**src/rtl/mdio_mgmt_pkg.sv**
```systemverilog
`timescale 1ns/1ps
package mdio_mgmt_pkg;
  localparam int FRAME_BITS = 64;
  localparam int TA2_IDX    = 47;   // second turnaround bit
  localparam int DATA_IDX   = 48;   // first data bit
  localparam int PHY_W      = 5;
  localparam int REGN_W     = 5;
  localparam int DATA_W     = 16;

  // word index of each register (byte offset / 4)
  localparam int SEL_CFG  = 0;
  localparam int SEL_CMD  = 1;
  localparam int SEL_ADDR = 2;
  localparam int SEL_CTRL = 3;
  localparam int SEL_STAT = 4;
  localparam int SEL_IND  = 5;

  // Full serial frame, bit 63 goes out first.
  function automatic logic [FRAME_BITS-1:0] build_frame(
    input logic              is_rd,
    input logic [PHY_W-1:0]  phy,
    input logic [REGN_W-1:0] regn,
    input logic [DATA_W-1:0] data);
    logic [1:0] op;
    logic [1:0] ta;
    op = is_rd ? 2'b10 : 2'b01;
    ta = is_rd ? 2'b11 : 2'b10;
    return {32'hFFFF_FFFF, 2'b01, op, phy, regn, ta, (is_rd ? '0 : data)};
  endfunction
endpackage

```
**src/rtl/mdio_csr.sv**
```systemverilog
`timescale 1ns/1ps
module mdio_csr
  import mdio_mgmt_pkg::*;
#(
  parameter int DIV_W  = 8,
  parameter int ADDR_W = 5
) (
  input  logic              clk,
  input  logic              rst_n,
  input  logic              bus_wr,
  input  logic [ADDR_W-1:0] bus_addr,
  input  logic [31:0]       bus_wdata,
  output logic [31:0]       bus_rdata,
  input  logic              busy,
  input  logic [DATA_W-1:0] rd_data,
  output logic [DIV_W-1:0]  div,
  output logic [PHY_W-1:0]  phy,
  output logic [REGN_W-1:0] regn,
  output logic [DATA_W-1:0] frame_data,
  output logic              start,
  output logic              start_rd
);
  localparam int SEL_W = ADDR_W - 2;

  logic [SEL_W-1:0]  sel;
  logic [DIV_W-1:0]  div_q;
  logic [1:0]        cmd_q;
  logic [PHY_W-1:0]  phy_q;
  logic [REGN_W-1:0] regn_q;
  logic [DATA_W-1:0] ctrl_q;
  logic              wr_cfg, wr_cmd, wr_addr, wr_ctrl;
  logic              launch_rd, launch_wr;
  logic              unused_bits;

  assign sel     = bus_addr[ADDR_W-1:2];
  assign wr_cfg  = bus_wr && (sel == SEL_W'(SEL_CFG));
  assign wr_cmd  = bus_wr && (sel == SEL_W'(SEL_CMD));
  assign wr_addr = bus_wr && (sel == SEL_W'(SEL_ADDR));
  assign wr_ctrl = bus_wr && (sel == SEL_W'(SEL_CTRL));

  // read launches on a 0->1 change of the stored request bit
  assign launch_rd = wr_cmd && bus_wdata[0] && !cmd_q[0] && !busy;
  assign launch_wr = wr_ctrl && !busy;
  assign start     = launch_rd || launch_wr;
  assign start_rd  = launch_rd;

  assign frame_data = launch_wr ? bus_wdata[DATA_W-1:0] : ctrl_q;
  assign div  = div_q;
  assign phy  = phy_q;
  assign regn = regn_q;

  always_ff @(posedge clk or negedge rst_n) begin
    if (!rst_n) begin
      div_q  <= '0;
      cmd_q  <= '0;
      phy_q  <= '0;
      regn_q <= '0;
      ctrl_q <= '0;
    end else begin
      if (wr_cfg)  div_q  <= bus_wdata[DIV_W-1:0];
      if (wr_cmd)  cmd_q  <= bus_wdata[1:0];
      if (wr_addr) begin
        phy_q  <= bus_wdata[8 +: PHY_W];
        regn_q <= bus_wdata[REGN_W-1:0];
      end
      if (wr_ctrl) ctrl_q <= bus_wdata[DATA_W-1:0];
    end
  end

  always_comb begin
    bus_rdata = '0;
    case (sel)
      SEL_W'(SEL_CFG):  bus_rdata[DIV_W-1:0]  = div_q;
      SEL_W'(SEL_CMD):  bus_rdata[1:0]        = cmd_q;
      SEL_W'(SEL_ADDR): begin
        bus_rdata[8 +: PHY_W]   = phy_q;
        bus_rdata[REGN_W-1:0]   = regn_q;
      end
      SEL_W'(SEL_CTRL): bus_rdata[DATA_W-1:0] = ctrl_q;
      SEL_W'(SEL_STAT): bus_rdata[DATA_W-1:0] = rd_data;
      SEL_W'(SEL_IND):  bus_rdata[0]          = busy;
      default:          bus_rdata = '0;
    endcase
  end

  assign unused_bits = ^{bus_addr[1:0], bus_wdata[31:DATA_W]};

  // write data stored even while a frame runs
  assert_busy_store_R9: assert property (@(posedge clk) disable iff (!rst_n)
    (wr_ctrl && busy) |=> (ctrl_q == $past(bus_wdata[DATA_W-1:0])));
endmodule

```
**src/rtl/mdio_mdc_gen.sv**
```systemverilog
`timescale 1ns/1ps
module mdio_mdc_gen #(
  parameter int DIV_W = 8
) (
  input  logic             clk,
  input  logic             rst_n,
  input  logic             run,
  input  logic             restart,
  input  logic [DIV_W-1:0] div,
  output logic             mdc,
  output logic             rise_tick,
  output logic             fall_tick
);
  function automatic logic [DIV_W-1:0] half_period(input logic [DIV_W-1:0] d);
    return (d == '0) ? DIV_W'(1) : d;
  endfunction

  logic [DIV_W-1:0] cnt_q;
  logic [DIV_W-1:0] hp_q;
  logic             mdc_q;
  logic             wrap;

  assign wrap      = run && !restart && (cnt_q == hp_q - DIV_W'(1));
  assign rise_tick = wrap && !mdc_q;
  assign fall_tick = wrap && mdc_q;
  assign mdc       = mdc_q;

  always_ff @(posedge clk or negedge rst_n) begin
    if (!rst_n) begin
      cnt_q <= '0;
      hp_q  <= DIV_W'(1);
      mdc_q <= 1'b0;
    end else if (restart) begin
      cnt_q <= '0;
      hp_q  <= half_period(div);
      mdc_q <= 1'b0;
    end else if (!run) begin
      cnt_q <= '0;
      mdc_q <= 1'b0;
    end else if (wrap) begin
      cnt_q <= '0;
      mdc_q <= ~mdc_q;
    end else begin
      cnt_q <= cnt_q + DIV_W'(1);
    end
  end

  assert_cnt_bound_R8: assert property (@(posedge clk) disable iff (!rst_n)
    run |-> (cnt_q < hp_q));
endmodule

```
**src/rtl/mdio_frame_engine.sv**
```systemverilog
`timescale 1ns/1ps
module mdio_frame_engine
  import mdio_mgmt_pkg::*;
(
  input  logic              clk,
  input  logic              rst_n,
  input  logic              start,
  input  logic              start_rd,
  input  logic [PHY_W-1:0]  phy,
  input  logic [REGN_W-1:0] regn,
  input  logic [DATA_W-1:0] frame_data,
  input  logic              rise_tick,
  input  logic              fall_tick,
  input  logic              mdio_i,
  output logic              busy,
  output logic              mdio_o,
  output logic              mdio_oe,
  output logic [DATA_W-1:0] rd_data
);
  localparam int IDX_W = $clog2(FRAME_BITS);

  logic [FRAME_BITS-1:0] frame_q;
  logic [IDX_W-1:0]      idx_q;
  logic                  busy_q;
  logic                  op_rd_q;
  logic                  oe_q;
  logic [DATA_W-1:0]     rx_q;
  logic [DATA_W-1:0]     rd_q;
  logic                  last_bit;
  logic                  in_data;

  assign last_bit = (idx_q == IDX_W'(FRAME_BITS-1));
  assign in_data  = (idx_q >= IDX_W'(DATA_IDX));

  always_ff @(posedge clk or negedge rst_n) begin
    if (!rst_n) begin
      frame_q <= '0;
      idx_q   <= '0;
      busy_q  <= 1'b0;
      op_rd_q <= 1'b0;
      oe_q    <= 1'b0;
      rx_q    <= '0;
      rd_q    <= '0;
    end else if (start) begin
      frame_q <= build_frame(start_rd, phy, regn, frame_data);
      idx_q   <= '0;
      busy_q  <= 1'b1;
      op_rd_q <= start_rd;
      oe_q    <= 1'b1;
      rx_q    <= '0;
    end else if (busy_q) begin
      if (rise_tick && op_rd_q && in_data)
        rx_q <= {rx_q[DATA_W-2:0], mdio_i};
      if (fall_tick) begin
        if (last_bit) begin
          busy_q  <= 1'b0;
          oe_q    <= 1'b0;
          frame_q <= '0;
          if (op_rd_q) rd_q <= rx_q;
        end else begin
          idx_q   <= idx_q + IDX_W'(1);
          frame_q <= frame_q << 1;
          oe_q    <= !(op_rd_q && (idx_q >= IDX_W'(TA2_IDX - 1)));
        end
      end
    end
  end

  assign busy    = busy_q;
  assign mdio_o  = frame_q[FRAME_BITS-1];
  assign mdio_oe = oe_q;
  assign rd_data = rd_q;

  assert_busy_after_start_R7: assert property (@(posedge clk) disable iff (!rst_n)
    start |=> busy);
  assert_no_restart_R9: assert property (@(posedge clk) disable iff (!rst_n)
    (busy_q && $past(busy_q)) |-> (idx_q >= $past(idx_q)));
  assert_oe_read_ta_R5: assert property (@(posedge clk) disable iff (!rst_n)
    (busy_q && op_rd_q && idx_q >= IDX_W'(TA2_IDX)) |-> !mdio_oe);
  assert_oe_write_R5: assert property (@(posedge clk) disable iff (!rst_n)
    (busy_q && !op_rd_q) |-> mdio_oe);
endmodule

```
**src/rtl/mdio_mgmt_ctrl.sv**
```systemverilog
`timescale 1ns/1ps
module mdio_mgmt_ctrl
  import mdio_mgmt_pkg::*;
#(
  parameter int DIV_W  = 8,
  parameter int ADDR_W = 5
) (
  input  logic              clk,
  input  logic              rst_n,
  input  logic              bus_wr,
  input  logic [ADDR_W-1:0] bus_addr,
  input  logic [31:0]       bus_wdata,
  output logic [31:0]       bus_rdata,
  output logic              mdc,
  output logic              mdio_o,
  output logic              mdio_oe,
  input  logic              mdio_i
);
  logic [DIV_W-1:0]  div;
  logic [PHY_W-1:0]  phy;
  logic [REGN_W-1:0] regn;
  logic [DATA_W-1:0] frame_data;
  logic [DATA_W-1:0] rd_data;
  logic              start, start_rd, busy;
  logic              rise_tick, fall_tick;

  mdio_csr #(.DIV_W(DIV_W), .ADDR_W(ADDR_W)) u_csr (
    .clk(clk), .rst_n(rst_n),
    .bus_wr(bus_wr), .bus_addr(bus_addr), .bus_wdata(bus_wdata),
    .bus_rdata(bus_rdata),
    .busy(busy), .rd_data(rd_data),
    .div(div), .phy(phy), .regn(regn), .frame_data(frame_data),
    .start(start), .start_rd(start_rd)
  );

  mdio_mdc_gen #(.DIV_W(DIV_W)) u_mdc (
    .clk(clk), .rst_n(rst_n),
    .run(busy), .restart(start), .div(div),
    .mdc(mdc), .rise_tick(rise_tick), .fall_tick(fall_tick)
  );

  mdio_frame_engine u_eng (
    .clk(clk), .rst_n(rst_n),
    .start(start), .start_rd(start_rd),
    .phy(phy), .regn(regn), .frame_data(frame_data),
    .rise_tick(rise_tick), .fall_tick(fall_tick), .mdio_i(mdio_i),
    .busy(busy), .mdio_o(mdio_o), .mdio_oe(mdio_oe), .rd_data(rd_data)
  );

  assert_mdc_idle_R8: assert property (@(posedge clk) disable iff (!rst_n)
    !busy |-> !mdc);
  assert_out_on_fall_R8: assert property (@(posedge clk) disable iff (!rst_n)
    mdc |-> $stable(mdio_o));
  assert_end_quiet_R7: assert property (@(posedge clk) disable iff (!rst_n)
    $fell(busy) |-> (!mdc && !mdio_oe));
endmodule

```
**config.mk**
```make
export PLATFORM = sky130hd
export DESIGN_NAME = mdio_mgmt_ctrl
export DESIGN_NICKNAME = d
export VERILOG_FILES = /design/src/rtl/mdio_mgmt_pkg.sv /design/src/rtl/mdio_csr.sv /design/src/rtl/mdio_mdc_gen.sv /design/src/rtl/mdio_frame_engine.sv /design/src/rtl/mdio_mgmt_ctrl.sv
export SDC_FILE = /design/constraint.sdc
export NUM_CORES = 1
export LEC_CHECK = 0
export BUFFER_PORTS_ARGS = -buffer_cell sky130_fd_sc_hd__buf_2
export CORE_UTILIZATION = 55
export CTS_CLUSTER_SIZE = 40
export DETAILED_ROUTE_END_ITERATION = 12
export GPL_TIMING_DRIVEN = 0
export PLACE_DENSITY = 0.81
export SYNTH_ARGS = -nofsm -noshare
export SYNTH_HDL_FRONTEND = slang
export SYNTH_HIERARCHICAL = 1
export SYNTH_SLANG_ARGS = --single-unit
```
**constraint.sdc**
```tcl
create_clock -name clk -period 7.7 [get_ports clk]
set_clock_uncertainty 0.1 [all_clocks]
set_input_delay 0 -clock clk [delete_from_list [all_inputs] [get_ports clk]]
set_output_delay 0 -clock clk [all_outputs]
set_load 0.01 [all_outputs]
```
==> results of run 1 <==
[power by group]
part / internal [W] / switching [W]
clock: 0.000462 / 0.000315
sequential: 0.00108 / 0.000195
combinational: 0.000283 / 0.000283
total: 0.00183 / 0.000792
[routing by layer]
metal  vias to the layer above  global-route usage, %  share of wire [%]
met3                        41                   6.66                5.9
met1                      2984                   36.0                 43
met4                         0                   10.6                2.3
met2                       217                   43.6                 49
li1                       2704                      -                  -
met5                         -                      0                  0
[timing repair]
item                                    4_1_cts  5_1_grt
hold buffers                                 18        0
endpoints found under the hold margin       129        0
endpoints found under the setup margin        0        0
[state kept, by name, summed over array words and instances (netlist names), 2 cells and up]
signal,count
u_eng/rx_q,16
u_mdc/hp_q,8
u_csr/phy,5
u_csr/ctrl_q,16
u_csr/div,8
u_eng/idx_q,6
u_eng/frame_q,64
u_eng/rd_data,16
u_mdc/cnt_q,8
u_csr/cmd_q,2
u_csr/regn,5
[worst max-delay path: cells and delay by family, from the launching register on]
kind            cells  cell delay [ns]
flops               1             0.57
simple gates        6             1.74
fa+ha+maj           1             0.27
buf+inv             4             0.90
compound gates      1             0.23
[placed cells by master, fill, tap and decap left out, drive strengths merged, types with 3 or more instances in the layout]
cell and instances:
a21oi 85, a221oi 15, a22o 4, a31oi 3, and3 6, and3b 3
buf 73, clkbuf 51, clkinv 4, conb 16, dfrtp 157, dlygate4sd3 18
ha 3, inv 4, mux2 74, mux2i 13, nand2 90, nand2b 4
nand3 24, nor2 47, nor2b 15, nor3 7, nor3b 4, o21ai 52
o22ai 3, or2 5, or3 3, xnor2 11, xor2 5
[cell type report]
class,count,area [sq um],area share (%)
Buffer,60,325,3.71
Clock buffer,22,474,5.40
Clock inverter,7,65.1,0.741
Inverter,4,15.0,0.171
Multi-Input combinational cell,516,3310,37.7
Sequential cell,158,3960,45.0
Tap cell,176,220,2.51
Timing Repair Buffer,60,419,4.77
[how the worst max path moves through the flow]
| stage | to | slack [ns] | depth (start not counted) |
|---|---|---|---|
| after floorplan | u_eng/rd_data[10] | 4.40 | 10 |
| after global placement | u_eng/frame_q[8] | 3.87 | 12 |
| after detailed placement | u_eng/rd_data[11] | 3.84 | 10 |
| after CTS | u_eng/rd_data[11] | 3.81 | 10 |
| after global routing | u_eng/frame_q[9] | 3.57 | 12 |
| final | u_eng/frame_q[19] | 3.79 | 12 |
[metrics by stage]
step	total power (W)	worst slack [ns]	hold slack [ns]	cells	area, sq um
final	0.00262	3.79	0.0746	1003	8780
after global routing	0.00275	3.57	0.0747	1003	8780
after CTS	0.00262	3.81	0.0288	1003	8780
after detailed placement	0.00183	3.84	-0.0204	956	8060
after global placement	0.00177	3.87	0.145	955	8030
after floorplan	0.00164	4.40	-0.396	738	7600
[cells by family (layout without fill, tap and decap cells)]
group,after synthesis,in the layout,share of synthesized area [%]
AO/OA/AOI/OAI,173,173,13.1
XOR/XNOR,16,16,1.86
adder cells (fa/ha/maj),3,3,0.498
buffers and inverters,64,153,4.51
flip-flops,158,158,52.4
multiplexers,88,88,13.1
other,1,16,0.0497
AND/OR/NAND/NOR,220,220,14.5
==> run_results.csv, run 1 <==
group,metric,value,unit
cts,cts_resized,0,
setup_path,r2r-end,"u_eng/frame_q[19]",
route,vias,5946,
logic_synthesis,synth.most_common_cell,"dfrtp_1",
logic_synthesis,ys_ff_latch,158,
worst_hold_path,hp-class,"input port to flip-flop",
cts,clockBufferDepth,2,
timing,period_needed,3.91,ns
route,first_pass_iters,5,
floorplan,dieArea,14200,sq um
worst_hold_path,hold_start,"bus_addr[4]",
logic_synthesis,syn-instance-count,723,
setup_path,worst_ep_arrival_time,4.14,ns
cts,clockRootBuffer,"clkbuf_16",
placed_design,portBuffers,41,
cts,worstSkewPairLatency,0.42,ns
logic_synthesis,avgSynthCellArea,10.4,sq um
layout,num_antenna_cells,0,
cts,h-tree-depth,4,
setup_path,slowest_delay,0.57,ns
timing,slew_headroom,50.6,%
global_route,grt_pass1_vias,5939,
logic_synthesis,synth_warnings,6,
logic_synthesis,synth-main-ff-cell,"dfrtp_1",
setup_path,rrSetupSlack,3.79,ns
worst_hold_path,worstHoldEndpoint,"u_csr/div[6]",
setup_path,r2r_cells,12,
logic_synthesis,synthesis.area,7540,sq um
route,first_iter_violations,570,
floorplan,rows,42,
setup_path,cp_slowest_cell,"dfstp_2",
route,totalWireLength,18100,microns
layout,drive_above_1_share,23.1,%
power,peakVddDrop,0.000232,V
setup_path,critPathLaunch,"u_mdc/hp_q[0]",
setup_path,start_kind,"flip-flop",
timing,fmax,256,MHz
timing,hold_viol,0,
logic_synthesis,netlist_top_cells_area,"dfrtp_1 52%, mux2_2 11%, a21oi_1 5.6%",
setup_path,crit_top_cell,"buf_2",
global_route,grt-ovfl-total,0,
cts,tritoncts,"done",
timing,tns,0,ns
logic_synthesis,synth_seq_area_share,52.4,%
timing,final-setup-viol-count,0,
route,remaining_drc_errors,0,
floorplan,core-area,13300,sq um
layout,fin_util,66.0,%
route,via_per_inst,5.93,
placed_design,routabilityCongestion,0.906,
timing,slew_violations,0,
layout,fillers,964,
timing,timing.final.crit_share,50.8,%
floorplan,die_w,119,microns
floorplan,die_y,119,microns
logic_synthesis,yosysTopAreaCellShare,52.1,%
cts,cts_setup_buffers,0,
setup_path,r2r-start,"u_mdc/hp_q[0]",
setup_path,crit_type,"flip-flop to flip-flop",
layout,fin_nets,861,
logic_synthesis,synth_edf_count,0,
layout,area_growth,16.4,%
global_route,grt_start_max_net_pins,82,
setup_path,crit_required,7.93,ns
cts,cts.clk_slew.worst_paths,0.06,ns
global_route,grt_pass1_wl,29900,microns
route,routedWlPerCell,18.1,microns
logic_synthesis,yosysTopAreaCell,"dfrtp_1",
outcome,status,"complete, no violations",
setup_path,crit_fanout,10,
cts,cts_buffers,17,
global_route,grt_usage,27.3,%
floorplan,start_util,56.7,%
logic_synthesis,ys_top_cells_by_count,"157 x dfrtp_1, 89 x nand2_1, 85 x a21oi_1, 74 x mux2_2, 52 x o21ai_0",
power,leakage,3.80,nW
global_route,antenna_found_initial,0,
setup_path,end_kind,"flip-flop",
flow_run,cap_violations,0,
timing,tightest_slew,0.738,ns
power,p_per_area,298,nW/um^2
placed_design,hpwl,12400,microns
timing,grt_setup_unrepaired,"false",
worst_hold_path,min_path_cells,3,
route,ant_nets,0,
logic_synthesis,ys_async_sr_fraction,100,%
floorplan,ios,76,
setup_path,path_cells,"inv_1 > ha_1 > and3_1 > or4b_4 > or3_4 > nor3_1 > and2_1 > clkbuf_1 > buf_2 > buf_2 > nand3_1 > a21oi_1",
cts,cts_sinks,158,
logic_synthesis,ys_types,58,
Note: power is estimated with default switching activity, not from simulation.
==> inputs of run 2 (changes only) <==
--- a/config.mk
+++ b/config.mk
@@ -6,11 +6,11 @@
 export NUM_CORES = 1
 export LEC_CHECK = 0
 export BUFFER_PORTS_ARGS = -buffer_cell sky130_fd_sc_hd__buf_2
-export CORE_UTILIZATION = 55
+export CORE_UTILIZATION = 53
 export CTS_CLUSTER_SIZE = 40
 export DETAILED_ROUTE_END_ITERATION = 12
 export GPL_TIMING_DRIVEN = 0
-export PLACE_DENSITY = 0.81
+export PLACE_DENSITY = 0.82
 export SYNTH_ARGS = -nofsm -noshare
 export SYNTH_HDL_FRONTEND = slang
 export SYNTH_HIERARCHICAL = 1
==> constraint.sdc (replaced) <==
create_clock -name clk -period 3.35 [get_ports clk]
set_clock_uncertainty 0.1 [all_clocks]
set_input_delay 0 -clock clk [delete_from_list [all_inputs] [get_ports clk]]
set_output_delay 0 -clock clk [all_outputs]
set_load 0.01 [all_outputs]
==> run 2 against run 1 <==
Compared with the run above: critical path depth shrank 1; critical path type unchanged; combinational power increased by 150%; global-route usage fell by 1.4 points; largest power group unchanged; power grew 140%.
==> run_results.csv, run 2 (synthesis results as in run 1) <==
group,metric,value,unit
power,peakVddDrop,0.000480,V
timing,tns,0,ns
setup_path,crit_type,"flip-flop to flip-flop",
cts,worstSkewPairLatency,0.43,ns
timing,tightest_slew,0.832,ns
layout,drive_above_1_share,26.9,%
global_route,grt_usage,25.9,%
timing,timing.final.crit_share,99.3,%
floorplan,rows,43,
timing,final-setup-viol-count,0,
timing,hold_viol,0,
timing,slew_violations,0,
floorplan,ios,76,
layout,multiInputGateArea,3370,sq um
layout,fin_nets,868,
cts,cts.clk_slew.worst_paths,0.06,ns
setup_path,r2r-end,"u_eng/idx_q[5]",
route,first_iter_violations,423,
worst_hold_path,worstHoldEndpoint,"u_csr/div[4]",
floorplan,start_util,54.4,%
cts,cts_sinks,158,
cts,clockRootBuffer,"clkbuf_16",
timing,fmax,301,MHz
worst_hold_path,min_path_cells,3,
cts,clockBufferDepth,2,
timing,period_needed,3.33,ns
global_route,grt_pass1_wl,28900,microns
setup_path,r2r-start,"u_mdc/hp_q[0]",
power,leakage,3.90,nW
timing,slew_headroom,44.6,%
placed_design,routabilityCongestion,0.860,
layout,seq_area,3960,sq um
setup_path,crit_fanout,5,
layout,layout_commonest_cell,"dfrtp_1",
global_route,grt_start_max_net_pins,90,
floorplan,core-area,13900,sq um
setup_path,crit_required,3.60,ns
layout,top_register,"u_eng/frame_q",
setup_path,start_kind,"flip-flop",
cts,h-tree-depth,4,
cts,tritoncts,"done",
timing,grt_setup_unrepaired,"true",
global_route,grt_pass1_vias,5613,
setup_path,r2r_cells,11,
route,routedWlPerCell,17.7,microns
layout,largest_reg_flops,64,
route,vias,5870,
outcome,status,"complete, no violations",
global_route,antenna_found_initial,1,
layout,layout_common_cells,"152 x dfrtp_1, 88 x nand2_1, 84 x a21oi_1",
floorplan,dieArea,14700,sq um
layout,area_growth,19.4,%
global_route,grt-ovfl-total,0,
worst_hold_path,hp-class,"input port to flip-flop",
route,via_per_inst,5.78,
timing,hold_slack,0.0457,ns
layout,fin_util,64.9,%
cts,cts_buffers,17,
setup_path,end_kind,"flip-flop",
layout,fillers,1054,
route,first_pass_iters,4,
setup_path,rrSetupSlack,0.02,ns
power,p_per_area,694,nW/um^2
placed_design,hpwl,11700,microns
worst_hold_path,hold_start,"bus_addr[4]",
placed_design,portBuffers,41,
route,ant_nets,0,
route,totalWireLength,18000,microns
flow_run,cap_violations,0,
setup_path,worst_ep_arrival_time,3.58,ns
layout,num_antenna_cells,0,
floorplan,die_w,121,microns
floorplan,die_y,121,microns
route,remaining_drc_errors,0,
[run 2: cell types whose count changed in the layout (fill, tap and decap cells not counted), sizes merged]
cell      change
buf           +9
bufinv        +1
clkbuf        -1
clkinv        -3
clkinvlp      +1
inv           +2
[run 2: stage by stage]
| step | instances | total power, W | instance area, sq um | setup slack, ns |
|---|---|---|---|---|
| final | 1016 | 0.00625 | 9010 | 0.0242 |
| after global routing | 1016 | 0.00656 | 9010 | -0.0642 |
| after CTS | 1015 | 0.00619 | 8950 | 0.00842 |
| after detailed placement | 960 | 0.00417 | 8070 | -0.614 |
| after global placement | 959 | 0.00408 | 8030 | -0.559 |
| after floorplan | 738 | 0.00377 | 7600 | 0.0466 |
[run 2: what timing repair did]
item / CTS / global route
buffers inserted: 7 / 3
pin swaps: 3 / 8
hold endpoints to repair: 140 / 0
gates resized for setup: 16 / 24
hold buffers: 18 / 0
setup endpoints to repair: 97 / 80
[run 2: layout make-up]
cell class / instances / share of cell area, %
Sequential cell: 158 / 44.0
Timing Repair Buffer: 70 / 5.63
Tap cell: 180 / 2.50
Multi-Input combinational cell: 516 / 37.4
Clock inverter: 8 / 1.17
Buffer: 57 / 3.70
Inverter: 4 / 0.167
Clock buffer: 23 / 5.42
[run 2: worst max-delay path by stage]
stage	slack (ns)	from	end	cells after the start
finish	0.02	u_mdc/hp_q[0]	u_eng/idx_q[5]	11
global placement	-0.56	u_mdc/hp_q[0]	u_eng/rd_data[8]	10
CTS	0.008	u_mdc/hp_q[0]	u_eng/idx_q[5]	11
global route	-0.06	u_mdc/hp_q[0]	u_eng/frame_q[54]	10
detailed placement	-0.61	u_mdc/hp_q[0]	u_eng/rd_data[6]	10
floorplan	0.05	u_mdc/hp_q[0]	u_eng/rd_data[10]	10
[run 2: worst max-delay path, cell delays in order (launching register included)]
cell       delay (ns)
dfstp_2          0.54
inv_2            0.05
ha_4             0.17
and3_1           0.15
or4b_4           0.55
or3_4            0.45
nor3_4           0.29
and2_4           0.25
buf_12           0.12
o2111ai_2        0.12
or3_1            0.33
a21oi_2          0.14
[run 2: report_power, final]
group	switching (W)	internal, W	leakage (nW)
Combinational	0.000684	0.000705	1.72
Sequential	0.000428	0.00249	1.90
Clock	0.000766	0.00118	0.282
Total	0.00188	0.00437	3.90
[run 2: routing by layer]
layer	wire length [microns]	vias to the layer above	global-route usage, %
met5	13	-	0
met4	474	2	11.0
met3	973	41	5.83
met2	8770	185	40.6
met1	7790	2929	34.7
li1	-	2713	-
==> inputs of run 3 (changes only) <==
--- a/config.mk
+++ b/config.mk
@@ -6,6 +6,7 @@
 export NUM_CORES = 1
 export LEC_CHECK = 0
 export BUFFER_PORTS_ARGS = -buffer_cell sky130_fd_sc_hd__buf_2
+export CORE_MARGIN = 1.5
 export CORE_UTILIZATION = 53
 export CTS_CLUSTER_SIZE = 40
 export DETAILED_ROUTE_END_ITERATION = 12
@@ -13,5 +14,4 @@
 export PLACE_DENSITY = 0.82
 export SYNTH_ARGS = -nofsm -noshare
 export SYNTH_HDL_FRONTEND = slang
-export SYNTH_HIERARCHICAL = 1
 export SYNTH_SLANG_ARGS = --single-unit
==> run 3 against run 2 <==
Compared with the run above: synthesized cell count down 0.69%; via count grew 1.3%; global-route usage decreased by 0.15 points; maximum frequency is 5.8% higher; critical path depth is 1 lower; critical path type unchanged; largest cell class unchanged.
==> run_results.csv, run 3 <==
group,metric,value,unit
cts,h-tree-depth,4,
global_route,grt_usage,25.8,%
cts,cts.clk_slew.worst_paths,0.07,ns
cts,clockBufferDepth,2,
flow_run,cap_violations,0,
layout,fin_area,8840,sq um
layout,fin_util,63.9,%
floorplan,core-area,13800,sq um
logic_synthesis,ys_top_cells_by_count,"157 x dfrtp_1, 115 x nand2_1, 44 x nor2_1, 43 x mux2_2, 42 x clkbuf_1",
power,power.total,0.00712,W
setup_path,r2r_cells,10,
logic_synthesis,netlist_top_cells_area,"dfrtp_1 53%, mux2_2 6.5%, nand2_1 5.8%",
layout,final-instance-count-excl-fill,1006,
timing,fmax,318,MHz
power,p_per_area,806,nW/um^2
layout,top_register,"u_eng.frame_q",
route,via_per_inst,5.91,
cts,cts_sinks,158,
logic_synthesis,syn-instance-count,718,
placed_design,dp.cells,954,
floorplan,rows,43,
cts,tritoncts,"done",
layout,fin_nets,859,
cts,clockRootBuffer,"clkbuf_16",
floorplan,start_util,53.9,%
route,first_iter_violations,466,
power,peakVddDrop,0.000442,V
timing,period_needed,3.14,ns
setup_path,crit_fanout,10,
layout,area_growth,18.5,%
timing,final-setup-viol-count,0,
logic_synthesis,yosysTopAreaCellShare,52.7,%
route,first_pass_iters,5,
cts,worstSkewPairLatency,0.43,ns
timing,fin_ws,0.206,ns
layout,layout_commonest_cell,"dfrtp_1",
timing,grt_setup_unrepaired,"false",
power,leakage,4.08,nW
logic_synthesis,synth-main-ff-cell,"dfrtp_1",
logic_synthesis,ys_ff_latch,158,
logic_synthesis,synth_warnings,0,
floorplan,ios,76,
route,totalWireLength,17900,microns
placed_design,place_ws,-0.251,ns
global_route,grt_pass1_vias,5767,
route,routedWlPerCell,17.8,microns
placed_design,hpwl,11700,microns
setup_path,start_kind,"flip-flop",
logic_synthesis,ys_types,56,
route,ant_nets,0,
placed_design,dpl_cell_area,7970,sq um
floorplan,die_w,122,microns
setup_path,crit_type,"flip-flop to flip-flop",
global_route,grt_pass1_wl,29300,microns
logic_synthesis,yosysTopAreaCell,"dfrtp_1",
timing,tightest_slew,1.22,ns
logic_synthesis,synth.most_common_cell,"dfrtp_1",
floorplan,die_y,122,microns
setup_path,end_kind,"flip-flop",
global_route,grt-ovfl-total,0,
layout,drive_above_1_share,18.3,%
setup_path,r2r-start,"u_mdc.hp_q[0]",
logic_synthesis,synth_edf_count,0,
logic_synthesis,synthesis.area,7460,sq um
setup_path,crit_required,3.55,ns
logic_synthesis,synth_seq_area_share,53.0,%
setup_path,r2r-end,"u_eng.rd_data[14]",
setup_path,critPathLaunch,"u_mdc.hp_q[0]",
logic_synthesis,ys_async_sr_fraction,100,%
global_route,grt_start_max_net_pins,92,
placed_design,portBuffers,40,
timing,timing.final.crit_share,93.9,%
placed_design,routabilityCongestion,0.928,
worst_hold_path,hp-class,"input port to async pin",
setup_path,worst_ep_arrival_time,3.35,ns
floorplan,dieArea,14800,sq um
route,remaining_drc_errors,0,
timing,slew_headroom,18.3,%
route,vias,5946,
logic_synthesis,avgSynthCellArea,10.4,sq um
timing,slew_violations,0,
layout,layout_common_cells,"157 x dfrtp_1, 115 x nand2_1, 44 x nor2_1",
outcome,status,"complete, no violations",
layout,largest_reg_flops,64,
setup_path,rrSetupSlack,0.21,ns
timing,hold_viol,0,
global_route,antenna_found_initial,0,
cts,cts_buffers,17,
layout,num_antenna_cells,0,
==> run 3: cell count changes after synthesis, sizes merged, moves of 15 or more <==
cell    delta
a21oi     -69
a221oi    -15
a22oi     +21
mux2      -21
nand2     +25
o211ai    +40
o21ai     -21
==> run 3: cell families (layout without fill, tap and decap cells) <==
group           count (synthesis)  in the layout  share of synthesized area [%]
compound gates                143            143                           13.5
buf+inv                        75            168                           4.77
fa+ha+maj                       4              4                          0.671
simple gates                  245            245                           15.0
xor+xnor                       16             16                           1.88
mux                            76             76                           11.1
other cells                     1             16                         0.0503
flops                         158            158                           53.0
==> run 3: layer usage <==
| metal | vias to the layer above | wire length, microns | GRT usage, % |
|---|---|---|---|
| met5 | - | 0 | 0 |
| met4 | 0 | 533 | 10.9 |
| met3 | 48 | 930 | 5.52 |
| met2 | 214 | 8760 | 42.0 |
| met1 | 2960 | 7680 | 33.6 |
| li1 | 2724 | - | - |
==> run 3: worst max path at each step <==
stage,end,cells after the start
after floorplan,u_eng.rd_data[10],9
after global placement,u_eng.rd_data[11],9
after detailed placement,u_eng.rd_data[12],9
after CTS,u_eng.idx_q[3],8
after global routing,u_eng.rd_data[14],10
final,u_eng.rd_data[14],10
==> run 3: repair_timing <==
action | in CTS | in global routing
setup endpoints to repair | 31 | 52
hold buffers | 19 | 0
setup buffers | 2 | 0
cloned | 0 | 0
pin swaps | 1 | 0
resized for setup | 3 | 6
endpoints found under the hold margin | 144 | 0
==> run 3: critical path: stages (launching register included) <==
cell and delay [ns]:
dfstp_2 0.58, inv_1 0.07, ha_1 0.22, nor3b_2 0.19
mux2i_1 0.14, nor3b_2 0.51, o211ai_4 0.18, nor4_4 0.31
buf_4 0.20, buf_6 0.16, mux2_1 0.36
==> run 3: power by group <==
| part | total, W | switching [W] | internal [W] | leakage [nW] |
|---|---|---|---|---|
| logic | 0.00212 | 0.00122 | 0.000898 | 1.84 |
| clock network | 0.00201 | 0.000822 | 0.00119 | 0.288 |
| registers | 0.00299 | 0.000458 | 0.00253 | 1.95 |
==> run 3: through the flow <==
stage	TNS (ns)	hold WS (ns)
after floorplan	0	-0.396
after global placement	-18.20	0.137
after detailed placement	-5.03	0.0288
after CTS	0	0.117
after global routing	0	0.198
final	0	0.101
==> run 3: layout make-up <==
class / instances / area, sq um
clock inverter: 13 / 179
sequential: 158 / 3960
fill: 1098 / 4990
clock buffer: 18 / 429
buffer: 68 / 330
timing repair buffer: 62 / 439
inverter: 7 / 26.3
tap: 180 / 225
multi-input combinational: 500 / 3250
